**config.mk**
```make
export PLATFORM = sky130hd
export DESIGN_NAME = tmr_wdt_shared_div
export DESIGN_NICKNAME = d
export VERILOG_FILES = /design/src/rtl/tmr_wdt_shared_div.sv
export SDC_FILE = /design/constraint.sdc
export NUM_CORES = 1
export LEC_CHECK = 0
export ABC_AREA = 1
export CAP_MARGIN = 20
export CORE_AREA = 2 2 74 59
export DETAILED_ROUTE_END_ITERATION = 10
export DIE_AREA = 0 0 76 61
export PLACE_DENSITY = 0.7
export RECOVER_POWER = 100
export SYNTH_ARGS = -nofsm -noshare
export SYNTH_HDL_FRONTEND = slang
export SYNTH_SLANG_ARGS = --single-unit
```
**constraint.sdc**
```tcl
create_clock -name clk -period 1.6 [get_ports clk]
set_clock_uncertainty 0.2 [all_clocks]
set_input_delay 0.32 -clock clk [delete_from_list [all_inputs] [get_ports clk]]
set_output_delay 0.32 -clock clk [all_outputs]
set_load 0.005 [all_outputs]
```
**src/rtl/tmr_wdt_shared_div.sv**
```systemverilog
module tmr_wdt_shared_div #(
  parameter int TW  = 8,
  parameter int WDW = 4
) (
  input  logic          clk,
  input  logic          rst_n,
  input  logic          cyc_en,
  input  logic          ext_pin,
  input  logic          wdt_tick,
  input  logic          wdt_clr,
  input  logic          ctl_we,
  input  logic [5:0]    ctl_wdata,
  input  logic          tmr_we,
  input  logic [TW-1:0] tmr_wdata,
  input  logic          ovf_clr,
  output logic [TW-1:0] tmr_q,
  output logic          tmr_ovf,
  output logic          wdt_to
);
  localparam int PW = 8;

  logic [2:0]     sync_q;
  logic [5:0]     ctl_q;
  logic [PW-1:0]  pre_q;
  logic [WDW-1:0] wb_q;

  wire       src_sel = ctl_q[5];
  wire       edge_sel = ctl_q[4];
  wire       to_wdt  = ctl_q[3];
  wire [2:0] rate    = ctl_q[2:0];

  wire rise    = sync_q[1] & ~sync_q[2];
  wire fall    = ~sync_q[1] & sync_q[2];
  wire src_evt = src_sel ? (edge_sel ? fall : rise) : cyc_en;

  wire [PW-1:0] tmask = PW'((9'd2 << rate) - 9'd1);
  wire [PW-1:0] wmask = PW'((9'd1 << rate) - 9'd1);

  wire tmr_inc  = src_evt & (to_wdt | ((pre_q & tmask) == tmask));
  wire base_ovf = wdt_tick & ~wdt_clr & (&wb_q);
  wire to_hit   = base_ovf & (~to_wdt | ((pre_q & wmask) == wmask));
  wire pre_clr  = to_wdt ? wdt_clr : tmr_we;
  wire pre_adv  = to_wdt ? base_ovf : src_evt;

  always_ff @(posedge clk) begin
    if (!rst_n) begin
      sync_q  <= '0;
      ctl_q   <= '1;
      pre_q   <= '0;
      wb_q    <= '0;
      tmr_q   <= '0;
      tmr_ovf <= 1'b0;
      wdt_to  <= 1'b0;
    end else begin
      sync_q <= {sync_q[1:0], ext_pin};
      if (ctl_we) ctl_q <= ctl_wdata;

      if (pre_clr)      pre_q <= '0;
      else if (pre_adv) pre_q <= pre_q + 1'b1;

      if (wdt_clr)       wb_q <= '0;
      else if (wdt_tick) wb_q <= wb_q + 1'b1;

      if (tmr_we)       tmr_q <= tmr_wdata;
      else if (tmr_inc) tmr_q <= tmr_q + 1'b1;

      if (tmr_inc & ~tmr_we & (&tmr_q)) tmr_ovf <= 1'b1;
      else if (ovf_clr)                 tmr_ovf <= 1'b0;

      wdt_to <= to_hit;
    end
  end
endmodule

```
Yosys cells after proc, flatten, opt, wreduce, memory -nomap -nowiden
Cells that the tools add are included.
{"block": "op_classes", "n_mux": 8, "add_sub_neg": 5, "n_shift": 2, "bitwise": 18, "n_eq_ne": 2, "reduce_logical": 6}
{"operator": "8-bit by 1-bit adder with 8-bit output, second input constant", "count": 2}
{"operator": "8-bit bitwise AND", "count": 2}
{"operator": "8-bit equality test", "count": 2}
{"operator": "8-bit two-way mux", "count": 2}
{"operator": "8-bit by 1-bit subtractor with 8-bit output, second input constant", "count": 2}
{"operator": "1-bit bitwise AND", "count": 8}
{"operator": "8-bit AND reduction", "count": 1}
{"operator": "1-bit by 3-bit << shifter with 8-bit output, first input constant", "count": 1}
{"operator": "2-bit by 3-bit << shifter with 8-bit output, first input constant", "count": 1}
{"operator": "1-bit two-way mux", "count": 6}
{"operator": "1-bit NOT", "count": 6}
{"operator": "4-bit by 1-bit adder with 4-bit output, second input constant", "count": 1}
{"operator": "4-bit AND reduction", "count": 1}
{"operator": "2-bit nonzero test", "count": 2}
{"operator": "2-bit OR reduction", "count": 2}
{"operator": "1-bit bitwise OR", "count": 2}
{"block": "word_totals", "ff_bits": 31, "wordCells": 48, "out_inout_bits": 10, "input_bits": 23}

Longest topological paths before layout
Gate-level depths: netlist (run 1).
{"block": "depth", "word_depth": 9, "depth_mapped": 12, "depth_no_buf": 12}

Worst setup path after synthesis (run 1)
Ideal clock, no wire load.
{"block": "synth_timing", "path_type": "flip-flop to flip-flop", "startpoint": "register tmr_q[0]", "endpoint": "register tmr_ovf", "n_path_buf": 0, "t_required_ps": 1328, "stages_incl_launch_ff": 10, "synth_period_minus_slack_ps": 1548, "setup_ps": 72, "arrival_ps": 1276, "path_slack_ps": 52, "path_cell_list": "dfxtp_1 > ha_1 > nand2_1 > nor2_1 > nand2_1 > nor2_1 > nand2_1 > nor2_1 > nand4_1 > a21oi_1"}
{"block": "synth_via", "elab_chain_cells": 3, "word_cells_on_any_way": 4, "cone_classes": "mux: 1; bitwise: 1; reduce/logical: 2"}
{"element": "from (decl)", "line": "16", "text": "output logic [TW-1:0] tmr_q,"}
{"element": "from (signal assigned)", "line": "64", "text": "if (tmr_we) tmr_q <= tmr_wdata;"}
{"element": "from (signal assigned)", "line": "65", "text": "else if (tmr_inc) tmr_q <= tmr_q + 1'b1;"}
{"element": "8-bit AND reduction *", "line": "67", "text": "if (tmr_inc & ~tmr_we & (&tmr_q)) tmr_ovf <= 1'b1;"}
{"element": "1-bit bitwise AND *", "line": "67"}
{"element": "1-bit two-way mux or 2-bit nonzero test (tied branches)"}
{"element": "to (signal assigned)", "line": "52", "text": "tmr_ovf <= 1'b0;"}
{"element": "to (signal assigned)", "line": "67"}
{"element": "to (signal assigned)", "line": "68", "text": "else if (ovf_clr) tmr_ovf <= 1'b0;"}
{"element": "to (decl)", "line": "17", "text": "output logic tmr_ovf,"}
Every way passes the cells marked *; elsewhere a longest branch is shown, timed or not.
A chain may end at the register's enable or synchronous reset.

Worst setup path after layout (run 1)
{"block": "layout_timing", "startpoint": "register wb_q[1]", "endpoint": "register pre_q[7]"}
{"block": "layout_via", "elab_chain_cells": 3}
{"element": "from (decl)", "line": "25", "text": "logic [WDW-1:0] wb_q;"}
{"element": "from (signal assigned)", "line": "62", "text": "else if (wdt_tick) wb_q <= wb_q + 1'b1;"}
{"element": "4-bit AND reduction", "line": "40", "text": "wire base_ovf = wdt_tick & ~wdt_clr & (&wb_q);"}
{"element": "1-bit bitwise AND", "line": "40"}
{"element": "1-bit two-way mux", "line": "43", "text": "wire pre_adv = to_wdt ? base_ovf : src_evt;"}
{"element": "to (signal assigned)", "line": "59", "text": "else if (pre_adv) pre_q <= pre_q + 1'b1;"}
{"element": "to (decl)", "line": "24", "text": "logic [PW-1:0] pre_q;"}
Every way passes these cells.

==> summary.txt, run 1 <==
Global routing
  – Vias in the first global route: 1,537
  – Final global-route overflow total: 0
  – Initial antenna violation count: 0
  – Largest net degree at the start of global routing: 12
  – First-pass GRT wire length: 6.62 mm
  – Gr usage total: 0.182

Run
  – Max cap viols: 0

Final layout
  – Final instance area: 2570 µm²
  – Final cell count without fillers: 366
  – # diodes: 0
  – Nets: 336
  – Area delta synth->final: 49.0%
  – FILL cells: 342
  – Fin util: 0.662
  – Share of layout cells above drive strength 1: 0.318
  – Commonest non-fill, non-tap cell in the layout: nand2_1
  – Most frequent cells in the layout: 40 x nand2_1, 29 x inv_1, 28 x buf_4

CTS
  – CTS clk-pin slew, worst paths: 0.06 ns
  – CTS Root Buffer Type: clkbuf_8
  – CTS Sinks: 31
  – H-Tree Level Count: 2
  – CTS tree: built
  – Total CTS buffers: 5
  – Clk_lat worst skew: 0.27 ns
  – Longest Clk Path Bufs: 2

Floorplanning
  – Die Width: 76 µm
  – Placement row count: 20
  – Ports: 33
  – Die Span Y: 61 µm
  – Core area: 3880 µm²
  – Die footprint: 4640 µm²
  – Starting Density: 0.444

Synth
  – Post-synthesis mux area share: 0.00581
  – Top_reg_cell synth: dfxtp_1
  – Synth Area in Adders: 0.0218
  – Complex-gate fraction of the synthesized area: 0.140
  – Post-synth EDFFs: 0
  – Syn nets: 269
  – Post-synthesis cell area: 1720 µm²
  – Post-synth ARST share: 0
  – Post-Synth Simple-Gate Area: 0.325
  – Sequential cell area fraction in the yosys report: 0.360
  – XOR/XNOR Fraction of Synth Area: 0.0610
  – Largest family of logic cells by synthesized area: simple AND/OR/NAND/NOR gates
  – Avg Cell Area, Syn: 7.09 µm²
  – Post-Synthesis Cells: 243
  – Cell variety after synth: 31
  – Warnings, synthesis: 0
  – Seq cells post-synth: 31

STA
  – Fin. Hold Viols: 0
  – Final setup viols: 8
  – RSZ-0062 raised after global routing: true
  – Fmax: 616 MHz
  – Max transition margin: 0.711
  – Slew Limit Fails: 0
  – Final period util: 1.01
  – Final min period: 1.62 ns
  – Worst Slack Setup Final: -0.0233 ns
  – Worst-Margin Slew: 0.433 ns

Placed design
  – IO Port Bufs: 32
  – Worst slack at placement: -0.280 ns
  – Placed Cells: 350
  – Placer Congestion: 0.878
  – Cell Area, Placed: 2280 µm²
  – HPWL after DPL: 3.00 mm

Critical path
  – CP Capture Type: flop
  – CP Class: flop to flop
  – Worst Path Max Fanout: 7
  – Crit-path most repeated cell: o21ai_4
  – Slowest CP cell: dfxtp_4
  – Max stage delay on crit path: 0.36 ns
  – Critical Path RT: 1.61 ns
  – Arrival @ worst endpoint: 1.63 ns
  – Crit path cell chain: ha_4 > and3_4 > nand2_4 > o21ai_4 > o21ai_4 > inv_4 > nand2_1 > a21oi_1
  – Critical Path Start Type: flop

Detailed routing
  – 1st-iter DRT viols: 97
  – Post-Route WL: 4.12 mm
  – Antenna Violating Nets Remaining: 0
  – Via count: 1,741
  – DR pass1 iterations: 4
  – DRC viols: 0
  – Vias/cell: 4.76
  – WL/cell: 11.3 µm

Pwr
  – Power per cell area: 700 nW/µm²
  – Overall power: 1.80 mW
  – Peak VDD IR: 0.000525 V
  – Lkg Pwr: 1.14 nW

Run status
  – Status: finished with violations
  – Failing checks: negative setup slack

Hold path
  – Hold WC Path Type: flop to flop
==> synth_stat cells, drive strengths merged (2+ instances only) <==
| cell type | n | share of area |
|---|---|---|
| ha | 3 | 0.022 |
| nand2 | 61 | 0.17 |
| nand4 | 3 | 0.011 |
| inv | 35 | 0.078 |
| nor2 | 30 | 0.073 |
| a21oi | 21 | 0.070 |
| clkbuf | 3 | 0.0065 |
| dfxtp | 31 | 0.36 |
| xnor2 | 2 | 0.010 |
| xor2 | 10 | 0.051 |
| nor3 | 3 | 0.0087 |
| o21ai | 16 | 0.057 |
| nand3 | 19 | 0.058 |
==> final cells by class <==
type	instances	area (µm²)	share of cell area
Multi-Input combinational cell	174	1080	0.421
Sequential cell	31	657	0.256
Timing Repair Buffer	63	544	0.212
Inverter	35	136	0.0531
Clock buffer	7	76.3	0.0297
Tap cell	55	68.8	0.0268
Clock inverter	1	5.00	0.00195
==> sequential cells by signal (all words and copies together) (netlist names) <==
name and cells:
sync_q 3, tmr_q 8, wb_q 4, tmr_ovf 1
ctl_q 6, wdt_to 1, pre_q 8
==> worst max-delay path, delay by kind of cell (launching register included) <==
family / cells / cell delay [ns]
compound gates: 3 / 0.42
simple gates: 3 / 0.31
flops: 1 / 0.36
fa+ha+maj: 1 / 0.13
buf+inv: 1 / 0.13
==> stage by stage <==
step | hold slack [ns] | setup TNS, ns
after floorplan | 0.190 | 0
after global placement | 0.200 | -2.95
after detailed placement | 0.203 | -3.43
after CTS | 0.221 | -0.0120
after global routing | 0.238 | -1.11
final | 0.216 | -0.127
==> final timing paths <==
| check | depth (start not counted) | from | slack, ns | to |
|---|---|---|---|---|
| worst min-delay path | 2 | sync_q[0] | 0.22 | sync_q[1] |
| worst min register to register | 2 | sync_q[0] | 0.22 | sync_q[1] |
| worst max register to register | 8 | wb_q[1] | -0.02 | pre_q[7] |
| worst max-delay path | 8 | wb_q[1] | -0.02 | pre_q[7] |
==> logic make-up (layout without fill, tap and decap cells) <==
| group | after synthesis | in the layout |
|---|---|---|
| and+or+nand+nor | 117 | 117 |
| AOI/OAI and AO/OA | 40 | 41 |
| buffers and inverters | 39 | 106 |
| DFF | 31 | 31 |
| xor gates and xnor gates | 12 | 12 |
| adders and majority gates | 3 | 3 |
| muxes | 1 | 1 |
==> power by group <==
group          internal [mW]  leakage, nW  switching, mW
clock                  0.305       0.0422          0.276
sequential             0.804        0.259         0.0395
combinational          0.183        0.838          0.190
==> routing by layer <==
layer / up-vias / routed length, µm / global-route usage
met5: - / 0 / 0
met4: 0 / 22 / 0.0519
met3: 2 / 169 / 0.0417
met2: 34 / 1960 / 0.297
met1: 788 / 1980 / 0.246
li1: 917 / - / -
==> what timing repair did <==
action	in CTS	in global routing
pin swaps	3	18
setup endpoints to repair	21	18
setup buffers	3	4
resized for setup	31	39
cloned	1	0
hold buffers	0	0
Note: power is estimated with default switching activity, not from simulation.
==> run 2: changes to the inputs <==
CELL_PAD_IN_SITES_DETAIL_PLACEMENT = 1   (was default)
CELL_PAD_IN_SITES_GLOBAL_PLACEMENT = 1   (was default)
CORE_AREA = 2 2 87 68   (was 2 2 74 59)
DIE_AREA = 0 0 89 70   (was 0 0 76 61)
PLACE_DENSITY = 0.71   (was 0.7)
==> run 2 against run 1 <==
  * The flow still finishes with violations (negative setup slack)
  * Final cell count up 7.9%
  * Clock power up 60%
  * Hold slack better by 0.0050 ns
  * Critical path depth up 4
  * Design area up 7.7%
  * Sequential share of layout area down 1.9 points
  * Sequential cell count unchanged
  * Die area up 34%
  * Register-to-register slack about the same
  * Non-clock buffer count up 6
  * Fmax about the same
  * Setup slack worse by 0.0010 ns
==> summary.txt, run 2 (synthesized netlist as in run 1, its figures left out) <==
Critical path
  – End of the worst register-to-register path: tmr_q[1]
  – Crit path cell chain: nor2_4 > nand2_2 > nand2_2 > nand2_2 > inv_2 > nand3_2 > nand2_4 > nand2_8 > nand2_8 > nand2_4 > nand2_2 > nor2_2
  – Flop2flop setup slack: -0.02 ns
  – Crit-path most repeated cell: nand2_2
  – Stages on worst setup path: 12
  – CP Capture Type: flop
  – Worst reg2reg path startpoint: ctl_q[0]
  – R2R depth: 12
  – Slowest CP cell: dfxtp_4
  – CP Class: flop to flop
  – Critical Path Start Type: flop
  – Worst path buffer plus inverter count: 1
  – Arrival @ worst endpoint: 1.60 ns
  – Critical Path RT: 1.58 ns
  – Max stage delay on crit path: 0.36 ns
  – Worst Path Max Fanout: 7
  – Top delay family on crit path: simple AND/OR/NAND/NOR gates

Detailed routing
  – DR pass1 iterations: 4
  – DRC viols: 0
  – Via count: 1,789
  – 1st-iter DRT viols: 84
  – WL/cell: 13.7 µm
  – Antenna Violating Nets Remaining: 0
  – Post-Route WL: 5.43 mm
  – Vias/cell: 4.53

STA
  – Slew Limit Fails: 0
  – Max transition margin: 0.699
  – Fmax: 616 MHz
  – Final min period: 1.62 ns
  – Setup Total Neg Slack: -0.0361 ns
  – Final setup viols: 3
  – Worst hold slack: 0.221 ns
  – Final period util: 1.02
  – Fin. Hold Viols: 0
  – RSZ-0062 raised after global routing: true
  – Worst Slack Setup Final: -0.0244 ns
  – Worst-Margin Slew: 0.451 ns

Floorplanning
  – Starting Density: 0.312
  – Ports: 33
  – Die Width: 89 µm
  – Die Span Y: 70 µm
  – Core area: 5530 µm²
  – Placement row count: 24
  – Die footprint: 6230 µm²

Final layout
  – Most frequent cells in the layout: 33 x buf_4, 30 x nand2_1, 27 x inv_1
  – Fin util: 0.501
  – Biggest regs: pre_q (8), tmr_q (8), ctl_q (6)
  – Commonest non-fill, non-tap cell in the layout: buf_4
  – Share of layout cells above drive strength 1: 0.397
  – # diodes: 0
  – Area delta synth->final: 60.6%
  – Nets: 342

Global routing
  – Vias in the first global route: 1,811
  – Initial antenna violation count: 0
  – Gr usage total: 0.179
  – First-pass GRT wire length: 8.56 mm
  – Largest net degree at the start of global routing: 13
  – Final global-route overflow total: 0

CTS
  – Total CTS buffers: 5
  – CTS clk-pin slew, worst paths: 0.07 ns
  – Clk_lat worst skew: 0.28 ns
  – CTS Root Buffer Type: clkbuf_8
  – Longest Clk Path Bufs: 2
  – H-Tree Level Count: 2
  – CTS tree: built
  – CTS Sinks: 31

Pwr
  – Power per cell area: 795 nW/µm²
  – Peak VDD IR: 0.000501 V
  – Lkg Pwr: 1.21 nW

Run status
  – Status: finished with violations
  – Failing checks: negative setup slack

Hold path
  – Hold wc startpoint: sync_q[0]
  – Hold path depth: 2
  – Hold WC Path Type: flop to flop
  – Worst Hold End: sync_q[1]

Placed design
  – IO Port Bufs: 32
  – HPWL after DPL: 3.61 mm
  – Placer Congestion: 0.778

Run
  – Max cap viols: 0
==> run 2: cell count changes in the layout (fill, tap and decap cells not counted), sizes merged <==
cell and change:
dlygate4sd2 +1, bufinv +2, clkinv -1, buf +6, clkdlybuf4s25 -1, clkbuf -1
==> run 2: metrics by stage <==
stage	cells	worst slack, ns	power (mW)	instance area (µm²)
5_1_grt	395	-0.116	2.30	2770
2_1_floorplan	243	0.0522	1.03	1720
6_report	395	-0.0244	2.20	2770
4_1_cts	393	-0.0101	2.18	2600
3_3_place_gp	375	-0.250	1.20	2320
3_5_place_dp	375	-0.297	1.21	2320
==> run 2: worst min-delay path: stages, from the launching register on <==
cell     delay (ns)
dfxtp_1        0.30
nand2_1        0.06
inv_1          0.04
==> run 2: power breakdown <==
group / switching [mW] / leakage, nW / internal [mW]
registers: 0.0436 / 0.259 / 0.807
logic: 0.219 / 0.886 / 0.201
clock network: 0.307 / 0.0654 / 0.623
total: 0.569 / 1.21 / 1.63
==> run 2: layer usage <==
layer,routed length (µm),part of all wire,GRT usage
met1,2690,0.50,0.249
met2,2570,0.47,0.274
met3,140,0.026,0.0426
met4,29,0.0053,0.0498
met5,0,0,0
==> run 2: worst max path at each step <==
| stage | from | endpoint | slack, ns |
|---|---|---|---|
| 6_report | ctl_q[0] | tmr_q[1] | -0.02 |
| 5_1_grt | ctl_q[0] | tmr_q[5] | -0.12 |
| 4_1_cts | ctl_q[1] | tmr_q[1] | -0.01 |
| 3_5_place_dp | wdt_tick | pre_q[6] | -0.30 |
| 3_3_place_gp | wdt_tick | pre_q[1] | -0.25 |
| 2_1_floorplan | tmr_q[0] | tmr_ovf | 0.05 |
==> run 2: what timing repair did <==
item / CTS / global route
pin swaps: 13 / 26
setup buffers: 10 / 2
endpoints found under the setup margin: 23 / 17
hold buffers: 0 / 0
gates resized for setup: 39 / 54
cloned: 1 / 0
==> run 2: cell type report <==
| class | instances | area, µm² |
|---|---|---|
| Multi-Input combinational cell | 174 | 1150 |
| Inverter | 35 | 139 |
| Clock inverter | 2 | 60.1 |
| Fill cell | 682 | 2760 |
| Sequential cell | 31 | 654 |
| Clock buffer | 6 | 72.6 |
| Tap cell | 78 | 97.6 |
| Timing Repair Buffer | 69 | 592 |
